### src/rtl/uart_irq_pkg.sv
package uart_irq_pkg;
   localparam int IRQ_N  = 11;
   localparam int IX_RI  = 0;
   localparam int IX_CTS = 1;
   localparam int IX_DCD = 2;
   localparam int IX_DSR = 3;
   localparam int IX_RX  = 4;
   localparam int IX_TX  = 5;
   localparam int IX_RTO = 6;
   localparam int IX_FRM = 7;
   localparam int IX_PAR = 8;
   localparam int IX_BRK = 9;
   localparam int IX_OVR = 10;

   // Threshold code to FIFO entries; reserved codes act as the top code.
   function automatic int unsigned level_entries(input logic [2:0] code,
                                                 input int unsigned depth);
      case (code)
         3'd0:    return depth / 8;
         3'd1:    return depth / 4;
         3'd2:    return depth / 2;
         3'd3:    return (depth / 4) * 3;
         default: return (depth / 8) * 7;
      endcase
   endfunction
endpackage

### src/rtl/irq_level_detect.sv
module irq_level_detect #(
   parameter int CNT_W = 6,
   parameter int DEPTH = 32,
   parameter bit ABOVE = 1'b1
) (
   input  logic             clk,
   input  logic             rst_n,
   input  logic [CNT_W-1:0] count,
   input  logic [2:0]       code,
   output logic             set_pulse
);
   import uart_irq_pkg::*;

   logic [CNT_W-1:0] lvl;
   logic             cond;
   logic             cond_q;

   always_comb lvl = CNT_W'(level_entries(code, DEPTH));

   generate
      if (ABOVE) begin : g_fill
         always_comb cond = (count >= lvl);
      end else begin : g_drain
         always_comb cond = (count <= lvl);
      end
   endgenerate

   // Condition taken as true at reset: only a fresh entry fires.
   always_ff @(posedge clk) begin
      if (!rst_n) cond_q <= 1'b1;
      else        cond_q <= cond;
   end

   assign set_pulse = cond & ~cond_q;
endmodule

### src/rtl/irq_rx_timeout.sv
module irq_rx_timeout #(
   parameter int CNT_W        = 6,
   parameter int TIMEOUT_BITS = 32
) (
   input  logic             clk,
   input  logic             rst_n,
   input  logic [CNT_W-1:0] rx_count,
   input  logic             rx_char,
   input  logic             bit_tick,
   output logic             fire
);
   localparam int TW = $clog2(TIMEOUT_BITS + 1);

   logic [TW-1:0] cnt;
   logic          restart;

   assign restart = rx_char | (rx_count == '0);
   assign fire    = ~restart & bit_tick & (cnt == TW'(TIMEOUT_BITS - 1));

   always_ff @(posedge clk) begin
      if (!rst_n)                                        cnt <= '0;
      else if (restart)                                  cnt <= '0;
      else if (bit_tick && cnt != TW'(TIMEOUT_BITS))     cnt <= cnt + 1'b1;
   end
endmodule

### src/rtl/irq_status_reg.sv
module irq_status_reg #(
   parameter int N = 11
) (
   input  logic         clk,
   input  logic         rst_n,
   input  logic [N-1:0] set_vec,
   input  logic         clr_we,
   input  logic [N-1:0] clr_wdata,
   input  logic         mask_we,
   input  logic [N-1:0] mask_wdata,
   output logic [N-1:0] raw,
   output logic [N-1:0] mask
);
   genvar i;
   generate
      for (i = 0; i < N; i++) begin : g_bit
         // Set has priority over a same-cycle clear.
         always_ff @(posedge clk) begin
            if (!rst_n) raw[i] <= 1'b0;
            else        raw[i] <= set_vec[i] | (raw[i] & ~(clr_we & clr_wdata[i]));
         end
      end
   endgenerate

   always_ff @(posedge clk) begin
      if (!rst_n)       mask <= '0;
      else if (mask_we) mask <= mask_wdata;
   end
endmodule

### src/rtl/uart_irq_unit.sv
module uart_irq_unit #(
   parameter int FIFO_DEPTH   = 32,
   parameter int TIMEOUT_BITS = 32,
   localparam int CNT_W       = $clog2(FIFO_DEPTH) + 1,
   localparam int N           = uart_irq_pkg::IRQ_N
) (
   input  logic             clk,
   input  logic             rst_n,
   input  logic [CNT_W-1:0] rx_count,
   input  logic [CNT_W-1:0] tx_count,
   input  logic             rx_char,
   input  logic             bit_tick,
   input  logic [3:0]       rx_err_evt,
   input  logic [3:0]       modem_evt,
   input  logic             mask_we,
   input  logic [N-1:0]     mask_wdata,
   input  logic             clr_we,
   input  logic [N-1:0]     clr_wdata,
   input  logic             lvl_we,
   input  logic [5:0]       lvl_wdata,
   output logic [N-1:0]     raw_status,
   output logic [N-1:0]     masked_status,
   output logic             irq
);
   import uart_irq_pkg::*;

   generate
      if (FIFO_DEPTH < 8 || (FIFO_DEPTH % 8) != 0) begin : g_bad_depth
         $error("FIFO_DEPTH must be a multiple of 8, at least 8");
      end
      if (TIMEOUT_BITS < 2) begin : g_bad_timeout
         $error("TIMEOUT_BITS must be at least 2");
      end
   endgenerate

   logic [5:0]   lvl_q;
   logic [N-1:0] set_vec;
   logic [N-1:0] mask_q;
   logic         rx_set, tx_set, to_set;

   always_ff @(posedge clk) begin
      if (!rst_n)      lvl_q <= '0;
      else if (lvl_we) lvl_q <= lvl_wdata;
   end

   irq_level_detect #(.CNT_W(CNT_W), .DEPTH(FIFO_DEPTH), .ABOVE(1'b1)) u_rx_lvl (
      .clk(clk), .rst_n(rst_n), .count(rx_count), .code(lvl_q[5:3]), .set_pulse(rx_set));

   irq_level_detect #(.CNT_W(CNT_W), .DEPTH(FIFO_DEPTH), .ABOVE(1'b0)) u_tx_lvl (
      .clk(clk), .rst_n(rst_n), .count(tx_count), .code(lvl_q[2:0]), .set_pulse(tx_set));

   irq_rx_timeout #(.CNT_W(CNT_W), .TIMEOUT_BITS(TIMEOUT_BITS)) u_rto (
      .clk(clk), .rst_n(rst_n), .rx_count(rx_count), .rx_char(rx_char),
      .bit_tick(bit_tick), .fire(to_set));

   always_comb begin
      set_vec         = '0;
      set_vec[IX_OVR] = rx_err_evt[3];
      set_vec[IX_BRK] = rx_err_evt[2];
      set_vec[IX_PAR] = rx_err_evt[1];
      set_vec[IX_FRM] = rx_err_evt[0];
      set_vec[IX_RTO] = to_set;
      set_vec[IX_TX]  = tx_set;
      set_vec[IX_RX]  = rx_set;
      set_vec[IX_DSR] = modem_evt[3];
      set_vec[IX_DCD] = modem_evt[2];
      set_vec[IX_CTS] = modem_evt[1];
      set_vec[IX_RI]  = modem_evt[0];
   end

   irq_status_reg #(.N(N)) u_stat (
      .clk(clk), .rst_n(rst_n), .set_vec(set_vec), .clr_we(clr_we),
      .clr_wdata(clr_wdata), .mask_we(mask_we), .mask_wdata(mask_wdata),
      .raw(raw_status), .mask(mask_q));

   assign masked_status = raw_status & mask_q;
   assign irq           = |masked_status;
endmodule

### config.mk
export PLATFORM = sky130hd
export DESIGN_NAME = uart_irq_unit
export DESIGN_NICKNAME = d
export VERILOG_FILES = /design/src/rtl/uart_irq_pkg.sv /design/src/rtl/irq_level_detect.sv /design/src/rtl/irq_rx_timeout.sv /design/src/rtl/irq_status_reg.sv /design/src/rtl/uart_irq_unit.sv
export SDC_FILE = /design/constraint.sdc
export NUM_CORES = 1
export LEC_CHECK = 0
export ABC_CLOCK_PERIOD_IN_PS = 2300
export BUFFER_PORTS_ARGS = -buffer_cell sky130_fd_sc_hd__buf_2
export CORE_ASPECT_RATIO = 1.25
export CORE_MARGIN = 4
export CORE_UTILIZATION = 39
export DETAILED_ROUTE_END_ITERATION = 10
export PLACE_DENSITY_LB_ADDON = 0.05
export REMOVE_ABC_BUFFERS = 1
export SKIP_CTS_REPAIR_TIMING = 1
export SLEW_MARGIN = 40
export SYNTH_ARGS = -nofsm -noshare
export SYNTH_HDL_FRONTEND = slang
export SYNTH_SLANG_ARGS = --single-unit
### constraint.sdc
create_clock -name clk -period 2.3 [get_ports clk]
set_input_delay 0.46 -clock clk [delete_from_list [all_inputs] [get_ports clk]]
set_output_delay 0.46 -clock clk [all_outputs]
set_load 0.02 [all_outputs]
==> out/metrics.csv <==
stage;metric;value;unit
yosys;Synth Area in Compound Gates;9.747;%
timing;Final setup viols;1;
yosys;FF+latch count, synth;36;
drt;Via density;4.629;
yosys;Synth Area in XOR/XNOR;1.563;%
timing;Final min period;2.512;ns
yosys;top-area cell type share of the netlist area;42.86;%
drt;drt pass-1 iters;2;
drt;Final ANT Viol Nets;0;
final_layout;fin nets;328;
placed_design;I/O Buffers;77;
timing;Fin. Hold Viols;0;
clocking;clock sink count;36;
yosys;post-synthesis simple-gate area fraction;26.26;%
timing;min setup slack post-route;-0.2120;ns
timing;Final Max Slew Viols;0;
timing;final period utilization;109.2;%
clocking;clock buffer depth;2;
setup_path;Worst Path Required;1.84;ns
setup_path;CP Class;reg2out;
timing;FMAX;398.1;MHz
timing;hold slack;0.4103;ns
yosys;ys async rst share;0;%
yosys;post-synthesis sequential area ratio;42.86;%
yosys;EDFF count, synth;0;
final_layout;Area Growth Syn to Fin;34.60;%
timing;relative slew slack;61.82;%
grt;antenna violations before repair;0;
drt;DR iter-0 viols;23;
min_path;Hold WC Path Type;in2reg;
grt;first-pass GRT wire length;5782;microns
setup_path;nature of the critical path endpoint;output port;
yosys;Top FF cell, synth;dfxtp_1;
power;Cell Pwr Density;583.3;mW/mm^2
yosys;Cells after Synth;182;
yosys;Syn Area/Cell;9.240;sq um
setup_path;critical path launch point type;flop;
status;failing checks;setup timing;
drt;DRC;0;
setup_path;reg-to-reg slack, setup;0.60;ns
drt;DR vias;1486;
yosys;Synth area leaders;dfxtp_1 43%, mux2i_1 11%, nor2b_1 10%;
timing;RSZ-0062 raised after global routing;yes;
floorplan;Chip Height;81.42;microns
grt;vias in the first global route;1369;
clocking;CTS Buf Count;5;
drt;routed wire length per instance;11.49;microns
grt;largest net degree at the start of global routing;32;
floorplan;overall die width;66.73;microns
drt;Post-Route WL;3688;microns
floorplan;CORE AREA;0.004131;sq mm
yosys;mux cell area share after synthesis;10.71;%
placed_design;pre-CTS WS;0.005701;ns
setup_path;Arrival @ worst endpoint;2.05;ns
yosys;synth warn;0;
placed_design;RePlAce Congestion;0.7356;
clocking;clock root buffer;clkbuf_8;
yosys;most frequent cells after synthesis;36 x dfxtp_1, 27 x nor2b_1, 18 x mux2i_1, 14 x nand2_1, 12 x nor2_1;
clocking;Clock transition at path regs;0.07;ns
flow_run;Max-Cap Viols;0;
status;status;complete, but fails checks;
setup_path;FF-to-FF path depth;5;
yosys;Synth cell types;34;
final_layout;layout cells sized above 1;36.98;%
clocking;CTS tree;built;
setup_path;Critical Path Fanout Max;2;
final_layout;# diodes;0;
timing;Worst-Margin Slew;0.5583;ns
power;peak supply drop;0.3676;mV
floorplan;die area;0.005433;sq mm
power;Leakage;1.106;nW
clocking;htree depth;2;
floorplan;I/O Pins;78;
yosys;largest family of logic cells by synthesized area;simple AND/OR/NAND/NOR gates;
yosys;area of the mapped netlist;0.001682;sq mm
grt;GRT overflow;0;
placed_design;HPWL after detailed placement;2834;microns
yosys;Post-Synth Adder-Cell Area;5.952;%
clocking;Clock Latency Late Sink;0.28;ns
floorplan;std cell rows;26;
yosys;most common cell in the netlist;dfxtp_1;
yosys;post-synth top area cell;dfxtp_1;
grt;GRT Total Usage;14.02;%
floorplan;initial core utilization;40.70;%
timing;Worst Skew;0.001869;ns
min_path;Hold Path Depth;3;
-- worst paths after layout --
kind / from / end
worst max register to register: lvl_q[5] / u_stat.raw[4]
worst min-delay path: modem_evt[3] / u_stat.raw[3]
worst min register to register: u_rx_lvl.cond_q / u_stat.raw[4]
worst max-delay path: u_stat.mask[8] / irq
-- routing by layer --
layer | wire (microns) | GRT usage (%) | part of all wire, % | up-vias
met3 | 302 | 4.788 | 8.2 | 4
met1 | 1588 | 15.66 | 43 | 652
met4 | 42 | 5.081 | 1.1 | 0
met5 | 0 | 0 | 0 | -
met2 | 1754 | 24.50 | 48 | 52
li1 | - | - | - | 778
-- sequential cells by signal, summed over array words and instances, names as in the netlist --
register         flops
u_rto.cnt            6
lvl_q                6
u_tx_lvl.cond_q      1
u_stat.raw          11
u_rx_lvl.cond_q      1
u_stat.mask         11
-- cell families (layout without fill, tap and decap cells) --
family | count (synthesis) | count (layout)
xor+xnor | 3 | 3
compound gates | 25 | 25
mux | 18 | 18
fa+ha+maj | 8 | 8
simple gates | 79 | 79
buf+inv | 13 | 96
flops | 36 | 36
-- critical path, cell delays in order (launching register included) --
cell     delay [ns]
dfxtp_2        0.32
and2_4         0.15
or4_4          0.54
nor4_4         0.14
or4b_4         0.49
buf_6          0.15
-- per-stage QoR --
step	util (%)	TNS [ns]	instance area (sq um)	cells	power, mW
2_1_floorplan	-	-0.04232	1659	176	0.8102
5_1_grt	54.79	-0.2757	2263	321	1.396
3_5_place_dp	51.91	0	2145	313	0.9168
4_1_cts	53.79	-0.3034	2222	320	1.329
3_3_place_gp	51.91	0	2145	313	0.9148
6_report	54.79	-0.2120	2263	321	1.320
-- cells in the final DEF, fill, tap and decap left out, types with 2 or more instances in the layout --
| master | count |
|---|---|
| clkbuf_8 | 5 |
| ha_1 | 8 |
| a21oi_1 | 11 |
| and2_4 | 2 |
| mux2i_1 | 18 |
| a211oi_1 | 2 |
| nor2b_1 | 27 |
| nand2_1 | 14 |
| inv_1 | 7 |
| o21ai_0 | 4 |
| or3_1 | 2 |
| and2_1 | 9 |
| nor2_1 | 12 |
| buf_2 | 76 |
| dfxtp_2 | 2 |
| xnor2_1 | 2 |
| o21bai_1 | 2 |
| nand4_1 | 2 |
| buf_4 | 5 |
| dfxtp_1 | 34 |
| nand3_1 | 3 |
-- cell type report --
cell class | instances | area, sq um
flip-flops and latches | 36 | 723.2
inverters | 7 | 26.28
well taps | 56 | 70.07
clock buffers | 6 | 72.57
clock inverters | 1 | 5.005
repair buffers | 82 | 429.2
fillers | 407 | 1868
multi-input cells | 133 | 937.1
-- where the power goes --
| group | internal [mW] | switching (mW) |
|---|---|---|
| Sequential | 0.658 | 0.0176 |
| Clock | 0.206 | 0.201 |
| Combinational | 0.125 | 0.113 |
| Total | 0.988 | 0.332 |
No activity file was read; power rests on OpenSTA's default activity.
